==> config.mk <==
export PLATFORM = sky130hd
export DESIGN_NAME = fsk_tone_mod
export DESIGN_NICKNAME = d
export VERILOG_FILES = /design/src/rtl/fsk_pkg.sv /design/src/rtl/fsk_mode_fsm.sv /design/src/rtl/fsk_phase_acc.sv /design/src/rtl/fsk_wave_gen.sv /design/src/rtl/fsk_tone_mod.sv
export SDC_FILE = /design/constraint.sdc
export NUM_CORES = 1
export LEC_CHECK = 0
export BUFFER_PORTS_ARGS = -buffer_cell sky130_fd_sc_hd__buf_4
export CAP_MARGIN = 10
export CORE_UTILIZATION = 55
export DETAILED_ROUTE_END_ITERATION = 8
export GPL_ROUTABILITY_DRIVEN = 0
export HOLD_SLACK_MARGIN = 0.02
export PLACE_DENSITY = 0.85
export SETUP_SLACK_MARGIN = 0.2
export SLEW_MARGIN = 10
export SYNTH_ARGS = -nofsm -noshare
export SYNTH_HDL_FRONTEND = slang
export SYNTH_HIERARCHICAL = 1
export SYNTH_SLANG_ARGS = --single-unit
==> constraint.sdc <==
create_clock -name clk -period 3.3 [get_ports clk]
set_input_delay 0.33 -clock clk [delete_from_list [all_inputs] [get_ports clk]]
set_output_delay 0.33 -clock clk [all_outputs]
set_load 0.005 [all_outputs]
==> src/rtl/fsk_pkg.sv <==
package fsk_pkg;

    typedef enum logic [1:0] {
        ST_SLEEP = 2'b00,
        ST_MARK  = 2'b01,
        ST_SPACE = 2'b10,
        ST_MOD   = 2'b11
    } fsk_state_e;

endpackage

==> src/rtl/fsk_mode_fsm.sv <==
module fsk_mode_fsm
    import fsk_pkg::*;
#(
    parameter int ACC_W = 24,
    parameter logic [ACC_W-1:0] MARK_STEP = '0,
    parameter logic [ACC_W-1:0] SPACE_STEP = '0
) (
    input  logic             clk,
    input  logic             rst_n,
    input  logic [1:0]       mode,
    input  logic             key_bit,
    output fsk_state_e       state,
    output logic [ACC_W-1:0] step,
    output logic             active,
    output logic             is_space
);

    fsk_state_e state_q;
    fsk_state_e state_d;
    logic       bit_q;

    // next-state decode: every state follows the mode pins
    always_comb begin
        unique case (mode)
            2'b00:   state_d = ST_SLEEP;
            2'b01:   state_d = ST_MARK;
            2'b10:   state_d = ST_SPACE;
            default: state_d = ST_MOD;
        endcase
    end

    // state register
    always_ff @(posedge clk) begin
        if (!rst_n) begin
            state_q <= ST_SLEEP;
            bit_q   <= 1'b1;
        end else begin
            state_q <= state_d;
            bit_q   <= key_bit;
        end
    end

    // outputs
    always_comb begin
        unique case (state_q)
            ST_SLEEP: begin
                active   = 1'b0;
                is_space = 1'b0;
                step     = '0;
            end
            ST_MARK: begin
                active   = 1'b1;
                is_space = 1'b0;
                step     = MARK_STEP;
            end
            ST_SPACE: begin
                active   = 1'b1;
                is_space = 1'b1;
                step     = SPACE_STEP;
            end
            ST_MOD: begin
                active   = 1'b1;
                is_space = ~bit_q;
                step     = bit_q ? MARK_STEP : SPACE_STEP;
            end
            default: begin
                active   = 1'b0;
                is_space = 1'b0;
                step     = '0;
            end
        endcase
    end

    assign state = state_q;

    assert_step_legal_R5: assert property (@(posedge clk) disable iff (!rst_n)
        active |-> (step == MARK_STEP || step == SPACE_STEP));

endmodule

==> src/rtl/fsk_phase_acc.sv <==
module fsk_phase_acc #(
    parameter int ACC_W = 24
) (
    input  logic             clk,
    input  logic             rst_n,
    input  logic             run,
    input  logic [ACC_W-1:0] step,
    output logic [ACC_W-1:0] phase
);

    always_ff @(posedge clk) begin
        if (!rst_n || !run) begin
            phase <= '0;
        end else begin
            phase <= phase + step;
        end
    end

    assert_clear_in_sleep_R2: assert property (@(posedge clk) disable iff (!rst_n)
        !run |=> (phase == '0));

endmodule

==> src/rtl/fsk_wave_gen.sv <==
module fsk_wave_gen #(
    parameter int SW  = 8,
    parameter bit TRI = 1'b1
) (
    input  logic          clk,
    input  logic          rst_n,
    input  logic          en,
    input  logic [SW:0]   ph_top,
    output logic [SW-1:0] sample
);

    localparam logic [SW-1:0] MID = SW'(1) << (SW - 1);

    logic [SW-1:0] shaped;

    generate
        if (TRI) begin : g_tri
            assign shaped = ph_top[SW] ? ~ph_top[SW-1:0] : ph_top[SW-1:0];
        end else begin : g_sq
            assign shaped = ph_top[SW] ? '1 : '0;
        end
    endgenerate

    always_ff @(posedge clk) begin
        if (!rst_n || !en) begin
            sample <= MID;
        end else begin
            sample <= shaped;
        end
    end

endmodule

==> src/rtl/fsk_tone_mod.sv <==
module fsk_tone_mod
    import fsk_pkg::*;
#(
    parameter int ACC_W    = 24,
    parameter int SW       = 8,
    parameter int CLK_HZ   = 3579545,
    parameter int MARK_HZ  = 1300,
    parameter int SPACE_HZ = 2100,
    parameter bit TRI      = 1'b1
) (
    input  logic          clk,
    input  logic          rst_n,
    input  logic [1:0]    mode,
    input  logic          data_raw,
    input  logic          data_retimed,
    input  logic          use_retimed,
    output logic [SW-1:0] sample,
    output logic          tone_on,
    output logic          tone_is_space
);

    localparam logic [63:0] FULL   = 64'd1 << ACC_W;
    localparam logic [63:0] MARK64 = (64'(MARK_HZ) * FULL + 64'(CLK_HZ / 2)) / 64'(CLK_HZ);
    localparam logic [63:0] SPC64  = (64'(SPACE_HZ) * FULL + 64'(CLK_HZ / 2)) / 64'(CLK_HZ);
    localparam logic [ACC_W-1:0] MARK_STEP  = MARK64[ACC_W-1:0];
    localparam logic [ACC_W-1:0] SPACE_STEP = SPC64[ACC_W-1:0];
    localparam logic [SW-1:0]    MID        = SW'(1) << (SW - 1);

    fsk_state_e       state;
    logic [ACC_W-1:0] step;
    logic [ACC_W-1:0] phase;
    logic             key_bit;

    assign key_bit = use_retimed ? data_retimed : data_raw;

    fsk_mode_fsm #(
        .ACC_W(ACC_W), .MARK_STEP(MARK_STEP), .SPACE_STEP(SPACE_STEP)
    ) u_fsm (
        .clk(clk), .rst_n(rst_n), .mode(mode), .key_bit(key_bit),
        .state(state), .step(step), .active(tone_on), .is_space(tone_is_space)
    );

    fsk_phase_acc #(.ACC_W(ACC_W)) u_acc (
        .clk(clk), .rst_n(rst_n), .run(tone_on), .step(step), .phase(phase)
    );

    fsk_wave_gen #(.SW(SW), .TRI(TRI)) u_wave (
        .clk(clk), .rst_n(rst_n), .en(tone_on),
        .ph_top(phase[ACC_W-1 -: SW+1]), .sample(sample)
    );

    assert_sleep_mid_R2: assert property (@(posedge clk) disable iff (!rst_n)
        (state == ST_SLEEP) |=> (sample == MID));

    assert_phase_cont_R7: assert property (@(posedge clk) disable iff (!rst_n)
        (tone_on && $past(tone_on)) |-> (phase == $past(phase) + $past(step)));

    assert_mark_only_R3: assert property (@(posedge clk) disable iff (!rst_n)
        (mode == 2'b01) |=> (tone_on && !tone_is_space));

    assert_space_only_R4: assert property (@(posedge clk) disable iff (!rst_n)
        (mode == 2'b10) |=> (tone_on && tone_is_space));

    assert_sleep_entry_R10: assert property (@(posedge clk) disable iff (!rst_n)
        (mode == 2'b00) |=> !tone_on);

endmodule

==> impl_metrics.csv, run 1 <==
group,metric,value,unit
run_status,status,"completed",
clock_tree,clock-sinks,35,
floorplanning,fp.dieH,70.0,µm
layout,diodes,0,
route,routed_wl,5410,µm
floorplanning,die_area,0.00490,mm²
grt,grt_pass1_wl,9050,µm
worst_setup_path,crit_fanout,4,
floorplanning,die_w,70.0,µm
layout,nets,335,
power_and_ir_drop,combPwrFrac,0.259,
grt,grt_max_degree,18,
layout,area_growth,5.96,%
grt,grt_overflow_total,0,
sta,tns,0,ns
grt,grt_pass1_vias,2003,
sta,tightest_slew,0.641,ns
power_and_ir_drop,max-vdd-ir-drop,0.163,mV
power_and_ir_drop,sw_frac_of_total,0.302,
worst_setup_path,cp-end-kind,"flop",
power_and_ir_drop,seq_power_share,0.397,
sta,finalHoldViolCount,0,
floorplanning,start_util,0.580,
grt,grt_busiest_layer,"met2",
clock_tree,cts-hold-fix-buffers,0,
placement,post_dp_cell_area,0.00257,mm²
route,vias,2170,
layout,drive_above_1_share,0.148,
yosys,postSynthAreaPerCell,8.56,µm²
layout,fin_area,0.00269,mm²
clock_tree,post_cts_buffers,0,
sta,period_share,0.823,
yosys,syn_area,0.00254,mm²
yosys,synth_flop_cell,"dfxtp_1",
grt,grt_util_met3,0.0548,
clock_tree,clock_latency,0.29,ns
power_and_ir_drop,p_leak,1.20,nW
grt,met1_usage,0.288,
sta,drv_slew,0,
placement,hpwl,4040,µm
worst_setup_path,path_class,"reg -> reg",
clock_tree,cts_tree,"yes",
clock_tree,clk_pin_slew,0.07,ns
yosys,synth_edf_count,0,
power_and_ir_drop,pwr-share-clk,0.344,
clock_tree,ctsResizeCount,0,
placement,dp_cells,349,
floorplanning,ios,17,
yosys,yosysSeqAreaShare,0.276,
yosys,ys_types,56,
sta,rsz0062_at_grt,"false",
route,drt_pass1_iterations,4,
power_and_ir_drop,power.internal,0.824,mW
route,wl_per_cell,15.2,µm
floorplanning,core_area,0.00438,mm²
sta,max_slew_margin,0.572,
yosys,synthCells,297,
worst_setup_path,arrival,2.89,ns
route,vias_per_cell,6.08,
layout,instances_no_fill,357,
clock_tree,max-clock-path-buffers,2,
worst_setup_path,start_kind,"flop",
route,ant_nets,0,
power_and_ir_drop,report.power.total,1.18,mW
sta,finalCriticalPeriod,2.72,ns
clock_tree,cts_made_buffers,5,
sta,setup_violations,0,
route,drtIter0Drc,142,
clock_tree,htreeDepth,2,
grt,antenna_found_initial,0,
grt,grt_usage,0.232,
route,route.detailed.drc,0,
floorplanning,num_rows,24,
worst_setup_path,cp.required,3.47,ns
sta,max_freq,368,MHz
placement,port_buffers,16,
flow_run,cap_viol_max_count,0,
yosys,synth-seq-cells,35,
clock_tree,cts_root_buffer,"clkbuf_8",
sta,finClkSkew,0.00473,ns
min_path,hold_path_class,"in -> reg",
power_and_ir_drop,p_switching,0.356,mW
yosys,synthArstFlopShare,0,
power_and_ir_drop,p_per_area,438,mW/mm²
yosys,synth_warnings,6,
grt,met2_usage,0.389,
cells in the final DEF, fill, tap and decap left out, drive strengths merged, types with 9 or more instances in the layout:
cell	n
conb	11
nor2	31
ha	23
xor2	9
xnor2	15
inv	10
nand2	17
dfxtp	35
buf	19
o21ai	17
a21oi	28
power groups by stage:
stage / Combinational (mW) / Clock, mW / Sequential (mW)
after global placement: 0.285 / 0 / 0.477
after CTS: 0.296 / 0.410 / 0.469
after floorplan: 0.257 / 0 / 0.472
after global routing: 0.337 / 0.425 / 0.473
final: 0.306 / 0.405 / 0.469
after detailed placement: 0.293 / 0 / 0.479
routing by layer:
layer | wire length, µm | up-vias
li1 | - | 1043
met1 | 2300 | 1020
met2 | 2610 | 98
met3 | 433 | 9
met4 | 76 | 0
met5 | 0 | -
worst paths after layout:
kind / start / to / slack [ns] / cells after the start
worst max-delay path: u_fsm/state[0] / u_acc/phase[18] / 0.58 / 9
worst min-delay path: mode[0] / u_fsm/state[0] / 0.26 / 2
worst min register to register: u_acc/phase[15] / u_wave/sample[0] / 0.52 / 2
worst max register to register: u_fsm/state[0] / u_acc/phase[18] / 0.58 / 9
registers in the layout (all words and copies together), names as in the netlist:
signal and flops:
u_acc/phase 24, u_fsm/bit_q 1, u_fsm/state 2, u_wave/sample 8
per-stage QoR:
stage | hold slack (ns) | setup slack, ns | utilization
after floorplan | 0.403 | 0.603 | -
after detailed placement | 0.505 | 0.609 | 0.587
final | 0.259 | 0.583 | 0.614
after CTS | 0.257 | 0.592 | 0.614
after global placement | 0.495 | 0.715 | 0.587
after global routing | 0.261 | 0.428 | 0.614
Yosys cell counts (2+ instances only):
library cell / instances / area share
o21a_1: 6 / 0.018
o211ai_2: 2 / 0.0098
clkbuf_1: 3 / 0.0044
and3_1: 6 / 0.015
nand4_1: 2 / 0.0049
o21ai_0: 9 / 0.018
a211oi_1: 4 / 0.012
xnor2_1: 15 / 0.052
nand2b_1: 3 / 0.0074
dfxtp_1: 35 / 0.28
nand2_1: 17 / 0.025
o211ai_1: 3 / 0.0089
a21o_2: 2 / 0.0069
ha_1: 23 / 0.11
mux2i_1: 2 / 0.0079
xor2_1: 9 / 0.031
o21bai_1: 2 / 0.0059
or3_1: 2 / 0.0049
and2_1: 3 / 0.0074
o21ai_1: 7 / 0.014
a211oi_2: 4 / 0.020
nor2_1: 31 / 0.046
a21boi_0: 3 / 0.0089
a21o_1: 6 / 0.018
a2111o_1: 2 / 0.0089
a21oi_1: 27 / 0.053
nand3_1: 7 / 0.014
buf_6: 2 / 0.0089
inv_1: 10 / 0.015
buf_4: 23 / 0.068
nor3_1: 2 / 0.0039
area by class of cell:
type | instances | area (µm²)
fillers | 371 | 1690
multi-input cells | 233 | 1630
flip-flops and latches | 35 | 701
repair buffers | 19 | 143
clock buffers | 6 | 82.6
well taps | 52 | 65.1
inverters | 10 | 37.5
clock inverters | 2 | 35.0
cells by family (layout without fill, tap and decap cells):
group	after synthesis	after routing	synth area share
flops	35	35	0.276
compound gates	91	91	0.258
other cells	1	11	0.00148
fa+ha+maj	24	24	0.121
mux	3	3	0.0138
xor+xnor	24	24	0.0827
buf+inv	39	37	0.0980
simple gates	80	80	0.149
critical path: stages, from the launching register on:
cell	delay [ns]
dfxtp_1	0.33
or2_1	0.24
ha_1	0.25
fa_1	0.46
a211oi_2	0.29
o21a_1	0.23
nor4_1	0.08
a311oi_2	0.39
mux2i_1	0.23
o211ai_1	0.09
No activity file was read; power rests on OpenSTA's default activity.
==> run 2, diff against run 1 <==
==> constraint.sdc (replaced) <==
create_clock -name clk -period 2.8 [get_ports clk]
set_input_delay 0.28 -clock clk [delete_from_list [all_inputs] [get_ports clk]]
set_output_delay 0.28 -clock clk [all_outputs]
set_load 0.005 [all_outputs]
==> run 2 against run 1 <==
Die area unchanged. Critical path type unchanged. Sequential share of layout area shrank 1.1 points. Critical endpoint is now u_acc/phase[14]. Via count increased by 2.2%. Design area grew 4.5%. Utilization rose by 2.8 points. Maximum frequency up 3.2%. Power rose by 20%. Setup slack got worse by 0.42 ns. Largest power group unchanged.
==> impl_metrics.csv, run 2 (synthesized netlist as in run 1, its figures left out) <==
group,metric,value,unit
power_and_ir_drop,p_leak,1.24,nW
worst_setup_path,slowest_stage,"fa_2",
sta,max_freq,380,MHz
grt,grt_usage,0.231,
clock_tree,cts_made_buffers,5,
run_status,status,"completed",
route,routed_wl,5680,µm
route,drt_pass1_iterations,7,
sta,period_share,0.940,
layout,largest_reg_flops,24,
floorplanning,num_rows,24,
layout,multi_input_area,0.00170,mm²
sta,drv_slew,0,
worst_setup_path,arrival,2.81,ns
route,vias_per_cell,6.09,
route,wl_per_cell,15.6,µm
route,route.detailed.drc,0,
worst_setup_path,cp.required,2.98,ns
placement,place_ws,0.0859,ns
sta,tns,0,ns
power_and_ir_drop,p_per_area,502,mW/mm²
layout,mostFrequentLayoutCell,"dfxtp_1",
layout,diodes,0,
sta,setup_violations,0,
clock_tree,htreeDepth,2,
sta,max_slew_margin,0.643,
grt,grt_pass1_vias,2039,
worst_setup_path,path_class,"reg -> reg",
worst_setup_path,cp-end-kind,"flop",
sta,worst_slack,0.167,ns
sta,finalHoldViolCount,0,
layout,drive_above_1_share,0.205,
clock_tree,cts_tree,"yes",
sta,tightest_slew,0.534,ns
clock_tree,clock_latency,0.29,ns
min_path,hold_path_class,"in -> reg",
layout,ff_latch_area,702,µm²
clock_tree,max-clock-path-buffers,2,
floorplanning,start_util,0.580,
layout,final_cell_mix,"dfxtp_1, nor2_1, a21oi_1, buf_4, ha_1",
route,drtIter0Drc,212,
floorplanning,ios,17,
sta,finClkSkew,0.0106,ns
power_and_ir_drop,max-vdd-ir-drop,0.212,mV
sta,finalCriticalPeriod,2.63,ns
clock_tree,cts_root_buffer,"clkbuf_8",
layout,area_growth,10.7,%
grt,grt_pass1_wl,9060,µm
grt,grt_overflow_total,0,
placement,port_buffers,16,
layout,top_register,"u_acc/phase",
min_path,hold_depth,2,
worst_setup_path,critical_path.max_stage_delay,0.43,ns
floorplanning,die_w,70.0,µm
layout,fill_cells,334,
placement,hpwl,3960,µm
worst_setup_path,crit_fanout,3,
clock_tree,clock-sinks,35,
flow_run,cap_viol_max_count,0,
floorplanning,fp.dieH,70.0,µm
worst_setup_path,r2r_cells,10,
floorplanning,die_area,0.00490,mm²
route,ant_nets,0,
floorplanning,core_area,0.00438,mm²
route,vias,2218,
worst_setup_path,start_kind,"flop",
grt,grt_max_degree,14,
layout,nets,342,
clock_tree,clk_pin_slew,0.08,ns
grt,antenna_found_initial,0,
sta,rsz0062_at_grt,"true",
worst_setup_path,crit_chain,"or2_4 > ha_4 > fa_2 > a211oi_4 > o21a_1 > nor4_2 > a311oi_2 > buf_4 > xnor2_2 > nor2_1",
run 2: changes by cell type in the layout (fill, tap and decap cells not counted), moves of 2 or more:
cell	before	now
ha_2	0	3
buf_4	19	26
a211oi_4	0	2
ha_1	23	19
run 2: metrics by stage:
step	std cells	total power, mW	util	instance area [µm²]	hold WS [ns]
6_report	364	1.41	0.642	2810	0.201
5_1_grt	364	1.48	0.642	2810	0.193
4_1_cts	359	1.38	0.619	2710	0.197
3_5_place_dp	350	0.911	0.590	2590	0.494
3_3_place_gp	350	0.899	0.590	2590	0.492
2_1_floorplan	307	0.861	-	2580	0.353
run 2: final timing paths:
check / startpoint / to / slack (ns)
setup / recovery: u_fsm/state[0] / u_acc/phase[14] / 0.17
setup reg to reg: u_fsm/state[0] / u_acc/phase[14] / 0.17
hold reg to reg: u_acc/phase[20] / u_wave/sample[5] / 0.51
hold / removal: mode[1] / u_fsm/state[1] / 0.20
run 2: report_power, final:
part / switching [mW] / internal, mW / leakage [nW]
Clock: 0.185 / 0.288 / 0.0612
Sequential: 0.0220 / 0.531 / 0.287
Combinational: 0.222 / 0.166 / 0.891
Total: 0.429 / 0.985 / 1.24
run 2: metal layers:
layer / share of wire / up-vias / track usage
met1: 0.41 / 1028 / 0.273
met3: 0.075 / 18 / 0.0563
met2: 0.49 / 117 / 0.397
met4: 0.026 / 0 / 0.100
li1: - / 1055 / -
met5: 0 / - / 0
run 2: critical path, delay by kind of cell, from the launching register on:
| kind | cells | cell delay [ns] |
|---|---|---|
| flip-flops | 1 | 0.33 |
| AO/OA/AOI/OAI | 3 | 0.91 |
| XOR/XNOR | 1 | 0.10 |
| AND/OR/NAND/NOR | 3 | 0.38 |
| buffers and inverters | 1 | 0.21 |
| adder cells (fa/ha/maj) | 2 | 0.61 |
run 2: timing repair:
action                                  4_1_cts  5_1_grt
resized for setup                             0       13
pin swaps                                     1        9
hold buffers                                  0        0
endpoints found under the hold margin         0        0
setup buffers                                 1        5
endpoints found under the setup margin        2        7
run 2: area by class of cell:
type / instances / area share
inverter: 10 / 0.0133
multi-input combinational: 233 / 0.603
timing repair buffer: 26 / 0.0694
sequential: 35 / 0.249
clock inverter: 2 / 0.0124
clock buffer: 6 / 0.0293
tap: 52 / 0.0231
